$ cat src/rtl/exc_pkg.sv
package exc_pkg;
  localparam int STACK_W  = 6;
  localparam int CODE_W   = 5;
  localparam int CODE_LSB = 2;
  localparam int IRQ_LSB  = 10;

  localparam logic [CODE_W-1:0] CODE_IRQ     = 5'd0;
  localparam logic [CODE_W-1:0] CODE_ILLEGAL = 5'd10;

  typedef enum logic [1:0] {
    SEL_STATUS  = 2'd0,
    SEL_CAUSE   = 2'd1,
    SEL_EPC     = 2'd2,
    SEL_BADADDR = 2'd3
  } regSel_e;

  typedef struct packed {
    logic              push;
    logic              pop;
    logic              capEpc;
    logic              capBad;
    logic              wrStatus;
    logic              wrEpc;
    logic              clrPend;
    logic [CODE_W-1:0] code;
  } ctrlStrobe_t;
endpackage

$ cat src/rtl/exc_ctrl.sv
module exc_ctrl
  import exc_pkg::*;
#(
  parameter int NUM_IRQ = 5
) (
  input  logic               excReq,
  input  logic [CODE_W-1:0]  excCode,
  input  logic               badAddrValid,
  input  logic               retStrobe,
  input  logic               regWe,
  input  logic [1:0]         regSel,
  input  logic               curIe,
  input  logic               curUser,
  input  logic [NUM_IRQ-1:0] pendMasked,
  output ctrlStrobe_t        strobe,
  output logic               trapTaken
);
  logic privSel;
  logic illegalWr;
  logic irqTake;

  // status, cause and return address are privileged targets
  assign privSel   = (regSel != SEL_BADADDR);
  assign illegalWr = regWe && curUser && privSel;
  // interrupt needs enable and an unmasked pending level
  assign irqTake   = curIe && (|pendMasked);

  // one action per cycle, fixed priority
  always_comb begin
    strobe    = '0;
    trapTaken = 1'b0;
    if (excReq) begin
      trapTaken     = 1'b1;
      strobe.code   = excCode;
      strobe.capBad = badAddrValid;
    end else if (illegalWr) begin
      trapTaken   = 1'b1;
      strobe.code = CODE_ILLEGAL;
    end else if (irqTake) begin
      trapTaken   = 1'b1;
      strobe.code = CODE_IRQ;
    end else if (retStrobe) begin
      strobe.pop = 1'b1;
    end else if (regWe) begin
      strobe.wrStatus = (regSel == SEL_STATUS);
      strobe.clrPend  = (regSel == SEL_CAUSE);
      strobe.wrEpc    = (regSel == SEL_EPC);
    end
    strobe.push   = trapTaken;
    strobe.capEpc = trapTaken;
  end
endmodule

$ cat src/rtl/exc_regs.sv
module exc_regs
  import exc_pkg::*;
#(
  parameter int XLEN    = 32,
  parameter int NUM_IRQ = 5
) (
  input  logic               clk,
  input  logic               rstN,
  input  ctrlStrobe_t        strobe,
  input  logic [XLEN-1:0]    curPc,
  input  logic [XLEN-1:0]    badAddr,
  input  logic [NUM_IRQ-1:0] irqLines,
  input  logic [XLEN-1:0]    regWdata,
  output logic               curIe,
  output logic               curUser,
  output logic [NUM_IRQ-1:0] pendMasked,
  output logic [XLEN-1:0]    statusWord,
  output logic [XLEN-1:0]    causeWord,
  output logic [XLEN-1:0]    epcWord,
  output logic [XLEN-1:0]    badWord
);
  logic [STACK_W-1:0] stackQ, stackD;
  logic [NUM_IRQ-1:0] maskQ, maskD;
  logic [NUM_IRQ-1:0] pendQ;
  logic [CODE_W-1:0]  codeQ;
  logic [XLEN-1:0]    epcQ, badQ;

  // push, R4 pop (old pair kept), R10 kernel load
  always_comb begin
    stackD = stackQ;
    maskD  = maskQ;
    if (strobe.push) begin
      stackD = {stackQ[3:0], 2'b00};
    end else if (strobe.pop) begin
      stackD = {stackQ[5:4], stackQ[5:2]};
    end else if (strobe.wrStatus) begin
      stackD = regWdata[STACK_W-1:0];
      maskD  = regWdata[IRQ_LSB +: NUM_IRQ];
    end
  end

  always_ff @(posedge clk) begin
    if (!rstN) begin
      stackQ <= '0;
      maskQ  <= '0;
      codeQ  <= '0;
      epcQ   <= '0;
      badQ   <= '0;
    end else begin
      stackQ <= stackD;
      maskQ  <= maskD;
      if (strobe.capEpc) begin
        codeQ <= strobe.code;
        epcQ  <= curPc;
      end else if (strobe.wrEpc) begin
        epcQ <= regWdata;
      end
      if (strobe.capBad) badQ <= badAddr;
    end
  end

  // one sticky flag per line; a live line wins over a clear
  for (genvar i = 0; i < NUM_IRQ; i++) begin : g_pend
    always_ff @(posedge clk) begin
      if (!rstN) pendQ[i] <= 1'b0;
      else       pendQ[i] <= irqLines[i] |
                             (pendQ[i] & ~(strobe.clrPend & regWdata[IRQ_LSB + i]));
    end
  end

  always_comb begin
    statusWord = '0;
    statusWord[STACK_W-1:0] = stackQ;
    statusWord[IRQ_LSB +: NUM_IRQ] = maskQ;
    causeWord = '0;
    causeWord[CODE_LSB +: CODE_W] = codeQ;
    causeWord[IRQ_LSB +: NUM_IRQ] = pendQ;
  end

  assign epcWord    = epcQ;
  assign badWord    = badQ;
  assign curIe      = stackQ[0];
  assign curUser    = stackQ[1];
  assign pendMasked = pendQ & maskQ;
endmodule

$ cat src/rtl/exc_status_unit.sv
module exc_status_unit
  import exc_pkg::*;
#(
  parameter int              XLEN    = 32,
  parameter int              NUM_IRQ = 5,
  parameter logic [XLEN-1:0] VECTOR  = 32'h8000_0080
) (
  input  logic               clk,
  input  logic               rstN,
  input  logic               excReq,
  input  logic [4:0]         excCode,
  input  logic               badAddrValid,
  input  logic [XLEN-1:0]    badAddr,
  input  logic [XLEN-1:0]    curPc,
  input  logic [NUM_IRQ-1:0] irqLines,
  input  logic               retStrobe,
  input  logic               regWe,
  input  logic [1:0]         regSel,
  input  logic [XLEN-1:0]    regWdata,
  output logic               kernelMode,
  output logic               trapTaken,
  output logic [XLEN-1:0]    trapVector,
  output logic [XLEN-1:0]    statusOut,
  output logic [XLEN-1:0]    causeOut,
  output logic [XLEN-1:0]    epcOut,
  output logic [XLEN-1:0]    badAddrOut
);
  ctrlStrobe_t        strobe;
  logic               curIe;
  logic               curUser;
  logic [NUM_IRQ-1:0] pendMasked;

  exc_ctrl #(.NUM_IRQ(NUM_IRQ)) u_ctrl (
    .excReq       (excReq),
    .excCode      (excCode),
    .badAddrValid (badAddrValid),
    .retStrobe    (retStrobe),
    .regWe        (regWe),
    .regSel       (regSel),
    .curIe        (curIe),
    .curUser      (curUser),
    .pendMasked   (pendMasked),
    .strobe       (strobe),
    .trapTaken    (trapTaken)
  );

  exc_regs #(.XLEN(XLEN), .NUM_IRQ(NUM_IRQ)) u_regs (
    .clk        (clk),
    .rstN       (rstN),
    .strobe     (strobe),
    .curPc      (curPc),
    .badAddr    (badAddr),
    .irqLines   (irqLines),
    .regWdata   (regWdata),
    .curIe      (curIe),
    .curUser    (curUser),
    .pendMasked (pendMasked),
    .statusWord (statusOut),
    .causeWord  (causeOut),
    .epcWord    (epcOut),
    .badWord    (badAddrOut)
  );

  assign kernelMode = ~curUser;
  assign trapVector = VECTOR;
endmodule

$ cat config.mk
export PLATFORM = sky130hd
export DESIGN_NAME = exc_status_unit
export DESIGN_NICKNAME = d
export VERILOG_FILES = /design/src/rtl/exc_pkg.sv /design/src/rtl/exc_ctrl.sv /design/src/rtl/exc_regs.sv /design/src/rtl/exc_status_unit.sv
export SDC_FILE = /design/constraint.sdc
export NUM_CORES = 1
export LEC_CHECK = 0
export ABC_AREA = 0
export ABC_CLOCK_PERIOD_IN_PS = 2950
export BUFFER_PORTS_ARGS = -buffer_cell sky130_fd_sc_hd__buf_4
export CAP_MARGIN = 20
export CORE_AREA = 2 2 107 109
export CTS_CLUSTER_SIZE = 40
export DETAILED_ROUTE_END_ITERATION = 8
export DIE_AREA = 0 0 109 111
export PLACE_DENSITY = 0.81
export SLEW_MARGIN = 15
export SYNTH_ARGS = -nofsm -noshare
export SYNTH_HDL_FRONTEND = slang
export SYNTH_HIERARCHICAL = 1
export SYNTH_SLANG_ARGS = --single-unit
$ cat constraint.sdc
create_clock -name clk -period 2.95 [get_ports clk]
set_input_delay 0.59 -clock clk [delete_from_list [all_inputs] [get_ports clk]]
set_output_delay 0.59 -clock clk [all_outputs]
set_load 0.005 [all_outputs]
# After elaboration in Yosys (flattened, before gate mapping)
# Index checks and enable logic that the tools add are counted.
# word_totals
wordCells	73
ff_bits	85
out_inout_bits	162
# classes
mux	20
bitwise	25
eq_ne	4
n_reduce_logical	12
# op_table
operator	n
two-way mux 32 bit	2
two-way mux 6 bit	3
two-way mux 3 bit	5
AND 1 bit	10
NOT 1 bit	9
two-way mux 1 bit	8
nonzero test 2 bit	3
AND 5 bit	1
two-way mux 5 bit	1
OR 1 bit	5
OR reduction 5 bit	1
two-way mux 4 bit	1
inequality test 2 bit (second input constant)	2
logical AND 1 bit	3
AND reduction 3 bit	1
nonzero test 3 bit	1
equality test 2 x 1 -> 1 bit (second input constant)	1
equality test 2 bit (second input constant)	1
logical NOT 2 bit	1
AND reduction 2 bit	1
OR reduction 2 bit	1

# Longest topological paths before layout
# logic_depth
depth_word	10
mapped_depth	11
mapped_depth_nobuf	7

# By module
# The synthesis kept the hierarchy.
# modules_own_cells
mod	n_inst	cells_per_inst	area_each_um2	seq_area_each_um2
exc_regs	1	415	3945.0	1701.6
exc_status_unit	1	35	251.5	0.0
exc_ctrl	1	23	151.4	0.0

# Worst setup path after synthesis
# Ideal clock, no wire load.
# synth_path
kind	reg-to-reg
from	reg u_regs.pendQ[0] (netlist: u_regs/causeWord[10])
to	reg u_regs.epcQ[0] (netlist: u_regs/epcWord[0])
setup_time_ns	0.115
arrival_time_ns	2.137
path_stages_with_launch	12
period_less_slack_ns	2.252
required_time_ns	2.835
setup_slack_ns	0.698
cell_sequence	dfxtp_1 -> and2_1 -> or4_4 -> o21ai_4 -> nand2_1 -> buf_4 -> buf_2 -> buf_2 -> buf_2 -> nand2_1 -> o21ai_0 -> and2_1
# synth_between
elab_chain_len	7
elab_cells_between_ends	11
cone_classes	mux: 7; bitwise: 1; reduce/logical: 3
# synth_rtl
element	line_no	rtl
start: declaration	exc_regs.sv:24	logic [NUM_IRQ-1:0] pendQ;
start signal: indexed assignment	exc_regs.sv:66	else pendQ[i] <= irqLines[i] |
AND 5 bit (*)	exc_regs.sv:84	assign pendMasked = pendQ & maskQ;
named net pendMasked[0]	exc_status_unit.sv:31	logic [NUM_IRQ-1:0] pendMasked;
OR reduction 5 bit (*)	exc_ctrl.sv:26	assign irqTake = curIe && (|pendMasked);
logical AND 1 bit (*)	exc_ctrl.sv:26	
two-way mux 1 bit (*)	exc_ctrl.sv:39	end else if (irqTake) begin
two-way mux 1 bit (*)	exc_ctrl.sv:36	end else if (illegalWr) begin
two-way mux 1 bit (*)	exc_ctrl.sv:32	if (excReq) begin
named net trapTaken	exc_status_unit.sv:21	output logic trapTaken,
two-way mux 32 bit or nonzero test 2 bit (tied branches)	-	
end signal: assignment	exc_regs.sv:54	epcQ <= curPc;
end signal: assignment	exc_regs.sv:56	epcQ <= regWdata;
end: declaration	exc_regs.sv:26	logic [XLEN-1:0] epcQ, badQ;
# Mark *: on every way through the listed nets, which the timed path passes. The rest lies on a longest branch.
# A chain may end at the register's enable or synchronous reset.

# Worst setup path after layout
# layout_path
from	reg u_regs.maskQ[0]
to	out trapTaken
# layout_between
elab_chain_len	6
# layout_rtl
element	line_no	rtl
start: declaration	exc_regs.sv:23	logic [NUM_IRQ-1:0] maskQ, maskD;
start signal: assignment	exc_regs.sv:51	maskQ <= maskD;
AND 5 bit	exc_regs.sv:84	
named net pendMasked[0]	exc_status_unit.sv:31	
OR reduction 5 bit	exc_ctrl.sv:26	
logical AND 1 bit	exc_ctrl.sv:26	
two-way mux 1 bit	exc_ctrl.sv:39	
two-way mux 1 bit	exc_ctrl.sv:36	
two-way mux 1 bit	exc_ctrl.sv:32	
end: declaration	exc_status_unit.sv:21	
# The timed path passes the listed nets, and every way through them passes these cells.

==> impl_metrics.yaml <==
final_layout:
  drive_above_1_share_pct: 34.7
  final_common_cell: "buf_4"
  diodes: 0
  synthToLayoutAreaGrowth_pct: 37.5
  final_util_pct: 54.0
  stdcell_count: 803
  final_area_um2: 5980
  layout_common_cells: "buf_4, dfxtp_1, mux2i_1, conb_1, nor2b_1"
  finalNetCount: 769
pwr:
  ir_drop_mv: 0.357
  power.leakage_nw: 2.77
  power.density_nw_per_um2: 498
synth:
  syn_area_um2: 4350
  synth_top_area_share_pct: 39.1
  synth.largest_area_cell: "dfxtp_1"
  synth_edf_count: 0
  synthTopCellsByArea: "dfxtp_1, mux2i_1, buf_4, nor2b_1, and2_1"
  synth_area_per_cell_um2: 9.19
  yosys_warnings: 6
  synth_cell_types: 29
  async_flop_share_pct: 0
  syn_inst: 473
  synth_flop_cell: "dfxtp_1"
  synth-seq-cells: 85
  yosysSeqAreaShare_pct: 39.1
sta:
  finalCritPeriodShare_pct: 87.4
  worstMarginPinSlew_ns: 0.660
  grt_setup_unrepaired: "no"
  fmax_ghz: 0.388
  slew_viol_final: 0
  finalHoldViolations: 0
  skew_ns: 0.00559
  worst_hold_slack_ns: 0.481
  fin_crit_ns: 2.58
  setup_tns_ns: 0
  relSlewSlack_pct: 56.0
  setup_viol: 0
grt:
  grt_antenna_before_repair: 0
  grt_pass1_wl_mm: 17.0
  globalRouteOverflowTotal: 0
  grt_pass1_vias: 3495
  grt_usage_pct: 17.9
  grt_max_degree: 85
setup_path:
  crit_chain: "and2_1 -> or4_4 -> o21ai_4 -> nand2_2 -> buf_4"
  crit_path_end_kind: "primary output"
  cp_num_buf_inv: 1
  start_kind: "register"
  reg2regPathDepth: 7
  regToRegEndpoint: "u_regs/maskQ[2]"
  critPathMaxStageDelay_ns: 0.55
  crit_required_ns: 2.36
  timing.rr.start: "u_regs/maskQ[0]"
  crit_slowest_cell: "or4_4"
  arrival_ns: 1.99
  crit_fanout: 10
  r2r_slack_ns: 0.49
  critical_path.top_delay_family: "simple AND/OR/NAND/NOR gates"
  crit_type: "register to primary output"
die:
  boundaryPins: 276
  start_util_pct: 39.3
  die_area_um2: 12100
  fp.dieH_um: 111
  coreArea_um2: 11100
  die_w_um: 109
  core.rowCount: 39
min_path:
  hold_path_class: "input pin to register"
  hp-start: "irqLines[4]"
  whs_endpoint: "u_regs/causeWord[14]"
  hold_depth: 3
place:
  placed_area_um2: 5630
  dp_cells: 787
  dpl.hpwl_mm: 8.33
  port-buffer-count: 200
  routabilityCongestion: 0.853
clock_tree:
  cts_root_buffer: "clkbuf_16"
  clk_pin_slew_ns: 0.06
  cts_tree: "built"
  postCtsSetupRepairBufs: 0
  htree_levels: 3
  cts_buffers: 9
  post_cts_resized: 0
  clockBufferDepth: 2
  clock_latency_ns: 0.33
  cts_sinks: 85
  hold_buffers: 0
route:
  route.detailed.drc: 0
  wl_per_cell_um: 13.8
  vias_per_cell: 4.51
  routed_wl_mm: 11.1
  drt_pass1_iterations: 4
  ant_nets: 0
  drtIter0Drc: 128
  route.vias.total: 3624
run:
  maxCapViolCount: 0
outcome:
  status: "complete, no violations"
## power breakdown
group / total (mW) / internal [mW] / switching (mW)
Sequential: 1.24 / 1.21 / 0.0349
Clock: 1.30 / 0.833 / 0.471
Combinational: 0.431 / 0.249 / 0.182
## layout make-up
| type | instances | area (um^2) |
|---|---|---|
| inverters | 5 | 18.8 |
| repair buffers | 204 | 1540 |
| clock inverters | 7 | 123 |
| multi-input cells | 350 | 2190 |
| clock buffers | 9 | 225 |
| fillers | 1007 | 5100 |
| well taps | 143 | 179 |
| flip-flops and latches | 85 | 1700 |
## synth_stat cells (2+ instances only)
library cell	count
nor2_1	2
o21ai_0	35
and3_1	4
mux2i_1	78
nand2_1	41
mux2_2	2
inv_1	5
conb_1	3
buf_4	82
clkbuf_1	13
buf_2	10
o31ai_1	2
and2_1	41
a21oi_1	9
nor2b_1	48
dfxtp_1	85
## state kept, by name (all words and copies together), names as in the netlist
register,cells
u_regs/epcWord,32
u_regs/causeWord,5
u_regs/badWord,32
u_regs/stackQ,6
u_regs/codeQ,5
u_regs/maskQ,5
## through the flow
step / setup WS, ns / power (mW)
after global routing: 0.266 / 3.11
after detailed placement: 0.453 / 1.70
final: 0.373 / 2.98
after floorplan: 0.698 / 1.52
after global placement: 0.569 / 1.68
after CTS: 0.361 / 3.00
## worst register-to-register path: stages (launching register included)
cell and delay (ns):
dfxtp_1 0.34, and2_1 0.14, or4_4 0.55, o21ai_4 0.18, and3_1 0.32, nor3b_4 0.47
mux2i_1 0.27, nor2b_1 0.07
## layer usage
| layer | vias to the layer above | global-route usage, % | share of wire [%] |
|---|---|---|---|
| met2 | 169 | 30.8 | 51 |
| li1 | 1767 | - | - |
| met3 | 22 | 4.53 | 7.5 |
| met5 | - | 0 | 0 |
| met1 | 1666 | 20.8 | 39 |
| met4 | 0 | 7.44 | 2.2 |
## kinds of logic after synthesis
group | count (synthesis) | synth area share, %
buffers and inverters | 110 | 16.9
other | 3 | 0.259
muxes | 80 | 18.5
and+or+nand+nor | 145 | 19.0
AOI/OAI and AO/OA | 50 | 6.30
DFF | 85 | 39.1
## worst max-delay path by stage
stage	startpoint	end	cells past startpoint	slack (ns)
finish	u_regs/maskQ[0]	trapTaken	5	0.37
global route	u_regs/causeWord[13]	trapTaken	5	0.27
CTS	u_regs/maskQ[0]	trapTaken	5	0.36
detailed placement	regSel[1]	u_regs/maskQ[2]	7	0.45
global placement	regSel[1]	u_regs/maskQ[0]	7	0.57
floorplan	u_regs/causeWord[10]	u_regs/epcWord[0]	11	0.70
Power figures use the tool's default switching activity.
